### src/rtl/sdac_pkg.sv
package sdac_pkg;
    localparam int CMD_BITS_DEF  = 4;
    localparam int CODE_BITS_DEF = 12;
    localparam int SYNC_DEPTH_DEF = 2;

    // order of the synchronized pin bundle
    localparam int PIN_SCK = 0;
    localparam int PIN_SDI = 1;
    localparam int PIN_CSN = 2;
    localparam int PIN_CNT = 3;
endpackage

### src/rtl/sdac_sync.sv
module sdac_sync #(
    parameter int                 WIDTH   = 3,
    parameter int                 STAGES  = 2,
    parameter logic [WIDTH-1:0]   RST_VAL = '0
) (
    input  logic             clk,
    input  logic             rst,
    input  logic [WIDTH-1:0] din,
    output logic [WIDTH-1:0] dout
);
    logic [WIDTH-1:0] stg_d [STAGES];
    logic [WIDTH-1:0] stg_q [STAGES];

    genvar g;
    generate
        for (g = 0; g < STAGES; g++) begin : gen_stage
            if (g == 0) begin : gen_first
                always_comb stg_d[g] = din;
            end else begin : gen_next
                always_comb stg_d[g] = stg_q[g-1];
            end
            always_ff @(posedge clk) begin
                if (rst) stg_q[g] <= RST_VAL;
                else     stg_q[g] <= stg_d[g];
            end
        end
    endgenerate

    assign dout = stg_q[STAGES-1];
endmodule

### src/rtl/sdac_shifter.sv
module sdac_shifter #(
    parameter int WORD_BITS = 16
) (
    input  logic                 clk,
    input  logic                 rst,
    input  logic                 sck_s,
    input  logic                 sdi_s,
    input  logic                 csn_s,
    output logic [WORD_BITS-1:0] word_o,
    output logic                 word_vld_o
);
    localparam int               CNT_W = $clog2(WORD_BITS);
    localparam logic [CNT_W-1:0] LAST  = CNT_W'(WORD_BITS - 1);

    typedef struct packed {
        logic [WORD_BITS-1:0] shift;
        logic [CNT_W-1:0]     cnt;
        logic                 lock;
        logic                 sck_prev;
        logic [WORD_BITS-1:0] latch;
        logic                 latch_vld;
    } shf_st_t;

    shf_st_t st_d, st_q;
    logic    fall;

    always_comb begin
        st_d           = st_q;
        st_d.latch_vld = 1'b0;
        st_d.sck_prev  = sck_s;
        fall           = st_q.sck_prev & ~sck_s;
        if (csn_s) begin
            // select released: drop any partial word, rearm
            st_d.shift = '0;
            st_d.cnt   = '0;
            st_d.lock  = 1'b0;
        end else if (fall && !st_q.lock) begin
            st_d.shift = {st_q.shift[WORD_BITS-2:0], sdi_s};
            if (st_q.cnt == LAST) begin
                st_d.latch     = {st_q.shift[WORD_BITS-2:0], sdi_s};
                st_d.latch_vld = 1'b1;
                st_d.lock      = 1'b1;
                st_d.cnt       = '0;
            end else begin
                st_d.cnt = st_q.cnt + CNT_W'(1);
            end
        end
    end

    always_ff @(posedge clk) begin
        if (rst) st_q <= '0;
        else     st_q <= st_d;
    end

    assign word_o     = st_q.latch;
    assign word_vld_o = st_q.latch_vld;

    AST_CS_HIGH_REARMS: assert property (@(posedge clk) disable iff (rst)
        csn_s |=> (st_q.cnt == '0 && !st_q.lock)) else $error("rearm");
    AST_COMMIT_SETS_LOCK: assert property (@(posedge clk) disable iff (rst)
        st_q.latch_vld |-> st_q.lock) else $error("lock");
    AST_COMMIT_AFTER_FULL: assert property (@(posedge clk) disable iff (rst)
        st_q.latch_vld |-> $past(st_q.cnt) == LAST) else $error("count");
    AST_LOCK_BLOCKS: assert property (@(posedge clk) disable iff (rst)
        st_q.lock |=> !st_q.latch_vld) else $error("lockout");
    AST_RELEASE_NO_COMMIT: assert property (@(posedge clk) disable iff (rst)
        csn_s |=> !st_q.latch_vld) else $error("release");
endmodule

### src/rtl/sdac_cmd.sv
module sdac_cmd #(
    parameter int              CMD_BITS  = 4,
    parameter int              CODE_BITS = 12,
    parameter logic [CMD_BITS-1:0] LOAD_CMD = '0
) (
    input  logic                          clk,
    input  logic                          rst,
    input  logic [CMD_BITS+CODE_BITS-1:0] word_i,
    input  logic                          word_vld_i,
    output logic [CODE_BITS-1:0]          code_o,
    output logic                          upd_o,
    output logic                          nop_o
);
    typedef struct packed {
        logic [CODE_BITS-1:0] code;
        logic                 upd;
        logic                 nop;
    } cmd_st_t;

    cmd_st_t              st_d, st_q;
    logic [CMD_BITS-1:0]  cmd_f;
    logic [CODE_BITS-1:0] data_f;

    always_comb begin
        cmd_f    = word_i[CMD_BITS+CODE_BITS-1:CODE_BITS];
        data_f   = word_i[CODE_BITS-1:0];
        st_d     = st_q;
        st_d.upd = 1'b0;
        st_d.nop = 1'b0;
        if (word_vld_i) begin
            if (cmd_f == LOAD_CMD) begin
                st_d.code = data_f;
                st_d.upd  = 1'b1;
            end else begin
                st_d.nop = 1'b1;
            end
        end
    end

    always_ff @(posedge clk) begin
        if (rst) st_q <= '0;
        else     st_q <= st_d;
    end

    assign code_o = st_q.code;
    assign upd_o  = st_q.upd;
    assign nop_o  = st_q.nop;

    AST_NOP_KEEPS_CODE: assert property (@(posedge clk) disable iff (rst)
        st_q.nop |-> st_q.code == $past(st_q.code)) else $error("nop");
    AST_STROBES_EXCL: assert property (@(posedge clk) disable iff (rst)
        !(st_q.upd && st_q.nop)) else $error("excl");
    AST_UPD_ONE_CYCLE: assert property (@(posedge clk) disable iff (rst)
        st_q.upd |=> !st_q.upd) else $error("pulse");
    AST_CODE_ONLY_ON_UPD: assert property (@(posedge clk) disable iff (rst)
        !st_q.upd |-> $stable(st_q.code)) else $error("stable");
endmodule

### src/rtl/sdac_front.sv
module sdac_front #(
    parameter int CMD_BITS   = sdac_pkg::CMD_BITS_DEF,
    parameter int CODE_BITS  = sdac_pkg::CODE_BITS_DEF,
    parameter int SYNC_DEPTH = sdac_pkg::SYNC_DEPTH_DEF
) (
    input  logic                 clk,
    input  logic                 rst,
    input  logic                 sck_i,
    input  logic                 sdi_i,
    input  logic                 csn_i,
    output logic [CODE_BITS-1:0] dac_code_o,
    output logic                 dac_update_o,
    output logic                 nop_cmd_o
);
    import sdac_pkg::*;

    localparam int                 WORD_BITS = CMD_BITS + CODE_BITS;
    localparam logic [PIN_CNT-1:0] PIN_RST   = PIN_CNT'(1) << PIN_CSN;

    logic [PIN_CNT-1:0]   pins_raw, pins_s;
    logic [WORD_BITS-1:0] word;
    logic                 word_vld;

    always_comb begin
        pins_raw          = '0;
        pins_raw[PIN_SCK] = sck_i;
        pins_raw[PIN_SDI] = sdi_i;
        pins_raw[PIN_CSN] = csn_i;
    end

    sdac_sync #(.WIDTH(PIN_CNT), .STAGES(SYNC_DEPTH), .RST_VAL(PIN_RST)) u_sync (
        .clk (clk),
        .rst (rst),
        .din (pins_raw),
        .dout(pins_s)
    );

    sdac_shifter #(.WORD_BITS(WORD_BITS)) u_shf (
        .clk       (clk),
        .rst       (rst),
        .sck_s     (pins_s[PIN_SCK]),
        .sdi_s     (pins_s[PIN_SDI]),
        .csn_s     (pins_s[PIN_CSN]),
        .word_o    (word),
        .word_vld_o(word_vld)
    );

    sdac_cmd #(.CMD_BITS(CMD_BITS), .CODE_BITS(CODE_BITS)) u_cmd (
        .clk       (clk),
        .rst       (rst),
        .word_i    (word),
        .word_vld_i(word_vld),
        .code_o    (dac_code_o),
        .upd_o     (dac_update_o),
        .nop_o     (nop_cmd_o)
    );
endmodule

### config.mk
export PLATFORM = sky130hd
export DESIGN_NAME = sdac_front
export DESIGN_NICKNAME = d
export VERILOG_FILES = /design/src/rtl/sdac_pkg.sv /design/src/rtl/sdac_sync.sv /design/src/rtl/sdac_shifter.sv /design/src/rtl/sdac_cmd.sv /design/src/rtl/sdac_front.sv
export SDC_FILE = /design/constraint.sdc
export NUM_CORES = 1
export LEC_CHECK = 0
export BUFFER_PORTS_ARGS = -buffer_cell sky130_fd_sc_hd__buf_2
export CAP_MARGIN = 30
export CORE_ASPECT_RATIO = 0.6
export CORE_MARGIN = 4
export CORE_UTILIZATION = 57
export CTS_BUF_LIST = sky130_fd_sc_hd__clkbuf_16
export DETAILED_ROUTE_END_ITERATION = 6
export PLACE_DENSITY_LB_ADDON = 0.1
export SYNTH_ARGS = -nofsm -noshare
export SYNTH_HDL_FRONTEND = slang
export SYNTH_SLANG_ARGS = --single-unit
### constraint.sdc
create_clock -name clk -period 1.8 [get_ports clk]
set_input_delay 0.09 -clock clk [delete_from_list [all_inputs] [get_ports clk]]
set_output_delay 0.09 -clock clk [all_outputs]
set_load 0.02 [all_outputs]
==> qor.csv <==
metric;value;unit
status;complete, no violations;
Synth cell types;26;
GRT Total Usage;0.182;
crit path cell chain;ha_1 -> nand2_1 -> nor3_4 -> buf_4 -> mux2i_1;
cell family contributing the most delay on the critical path;flip-flops;
critical path type;flip-flop to flip-flop;
unrepaired setup endpoints after global routing;no;
DRC errors left;0;
maximum root-to-sink buffer count;2;
Yosys top cell area share;0.525;
GPL Wtd Cong;0.762;
Synth area leader;dfxtp_1;
Post-Syn Area;0.00221;mm2
syn_nets;232;
wirelength, routed;4010;um
maximum vdd ir drop;0.841;mV
Congestion Overflow GR;0;
fin cells;302;
worst min path class;primary input to flip-flop;
worst skew pair latency;0.33;ns
total CTS buffers;9;
row cnt;17;
TritonCTS clock tree;yes;
Setup TNS Final;0;ns
H-Tree Depth;3;
Ports;19;
f_max;0.661;GHz
reg2reg path depth;5;
CP max FO;16;
WHS;0.134;ns
Die H;56.3;um
post-route cell area;0.00264;mm2
fill count;277;
first-pass GRT wire length;6750;um
fin crit share;0.840;
DRT antenna net count;0;
initial antenna violation count;0;
Worst Path Buf+Inv;1;
Layout Skew;0.00622;ns
PwrDens;1100;mW/mm2
core area;0.00370;mm2
TritonRoute pass-1 iters;4;
CTS Root Cell;clkbuf_16;
Die X;88.4;um
vias in the first global route;1522;
syn_area_per_cell;9.79;um2
Post-synth top flop;dfxtp_1;
leakage power;0.947;nW
max cap viols;0;
Critical Path RT;2.05;ns
Stages on worst setup path;5;
Rel. slew slack;0.737;
area grow syn2layout;19.4;%
warning count from the yosys run;0;
ys async rst share;0;
Critical Path AT;1.76;ns
via count;1554;
layout cells sized above 1;0.161;
largest net degree at the start of global routing;30;
antenna cells;0;
Post-DP HPWL;2410;um
hold path depth;2;
PortBufs;18;
ranking of synthesized cells by area;dfxtp_1 (52%), mux2i_1 (13%), nand2b_1 (12%);
register area share after synthesis;0.525;
Syn Inst Count;226;
Clock transition at path regs;0.04;ns
Layout Utilization;0.714;
DRT iter0 DRCs;86;
CP Capture Type;flip-flop;
Post-synth EDFFs;0;
drt wl/cell;13.3;um
crit-path max cell delay;0.40;ns
endpoints failing hold;0;
post_cts resized;0;
CP startpoint kind;flip-flop;
fin nets;258;
placed cell count;285;
Setup violations, final;0;
Via density;5.15;
Placed Area;0.00234;mm2
Starting Density;0.598;
Crit-path slowest cell;dfxtp_1;
Tmin final;1.51;ns
Die Area;0.00498;mm2
Seq cells post-synth;58;
Worst-Margin Slew;0.394;ns
Final Max Tran Viols;0;
Clock Sinks;58;
## path summary, 6_finish.rpt
| path | slack (ns) | start | to |
|---|---|---|---|
| worst max-delay path | 0.29 | u_shf.st_q[19] | u_shf.word_o[14] |
| worst min-delay path | 0.13 | rst | u_sync.stg_q[0][1] |
| worst max register to register | 0.29 | u_shf.st_q[19] | u_shf.word_o[14] |
| worst min register to register | 0.41 | u_sync.stg_q[0][2] | u_sync.stg_q[1][2] |
## metal layers
| layer | routed length, um | track usage |
|---|---|---|
| met1 | 1850 | 0.216 |
| met2 | 1820 | 0.272 |
| met3 | 260 | 0.109 |
| met4 | 74 | 0.0668 |
| met5 | 0 | 0 |
## stage by stage
stage               total power [mW]  worst slack, ns
CTS                             2.93            0.282
global placement                1.37            0.453
global route                    3.02            0.176
floorplan                       1.36            0.389
detailed placement              1.37            0.346
finish                          2.91            0.288
## state kept, by name, summed over array words and instances, names as in the netlist
name and flops:
u_cmd.nop_o 1, u_cmd.code_o 12, u_sync.stg_q 6, u_shf.word_o 16, u_shf.st_q 21, u_cmd.upd_o 1
u_shf.word_vld_o 1
## layout by cell type, fill, tap and decap left out, types with 2 or more instances in the layout
| master | n |
|---|---|
| a21oi_1 | 21 |
| buf_2 | 18 |
| buf_4 | 6 |
| clkbuf_16 | 9 |
| clkinv_1 | 2 |
| clkinv_2 | 2 |
| dfxtp_1 | 58 |
| dlygate4sd3_1 | 3 |
| mux2i_1 | 28 |
| nand2_1 | 37 |
| nand2b_1 | 44 |
| nor2_1 | 2 |
| nor2b_1 | 5 |
| o21ai_0 | 2 |
| or2_2 | 3 |
| or3_1 | 3 |
## logic make-up (layout without fill, tap and decap cells)
| kind of cell | Yosys count | in the layout | share of synthesized area |
|---|---|---|---|
| fa+ha+maj | 1 | 1 | 0.00565 |
| simple gates | 103 | 103 | 0.259 |
| mux | 28 | 28 | 0.127 |
| buf+inv | 13 | 42 | 0.0317 |
| flops | 58 | 58 | 0.525 |
| compound gates | 23 | 23 | 0.0520 |
## cells in the mapped netlist, types with 2 or more instances
master	instances
dfxtp_1	58
nand2b_1	44
nand2_1	37
mux2i_1	28
a21oi_1	21
clkbuf_1	8
nor2b_1	5
or2_2	3
or3_1	3
nor2_1	2
o21ai_0	2
## repair_timing
action / CTS / global route
hold endpoints to repair: 3 / 0
hold buffers: 3 / 0
buffers inserted: 0 / 0
## power by group
part	leakage [nW]	switching, mW	internal (mW)
Combinational	0.342	0.0262	0.0296
Sequential	0.468	0.00315	1.29
Clock	0.136	0.523	1.03
Total	0.947	0.552	2.36
## cell type report
| cell class | instances | area [um2] | area share |
|---|---|---|---|
| tap | 47 | 58.8 | 0.0222 |
| clock buffer | 9 | 225 | 0.0852 |
| clock inverter | 5 | 47.5 | 0.0180 |
| timing repair buffer | 27 | 165 | 0.0625 |
| sequential | 58 | 1160 | 0.439 |
| multi-input combinational | 155 | 982 | 0.372 |
| inverter | 1 | 3.75 | 0.00142 |
No activity file was read; power rests on OpenSTA's default activity.
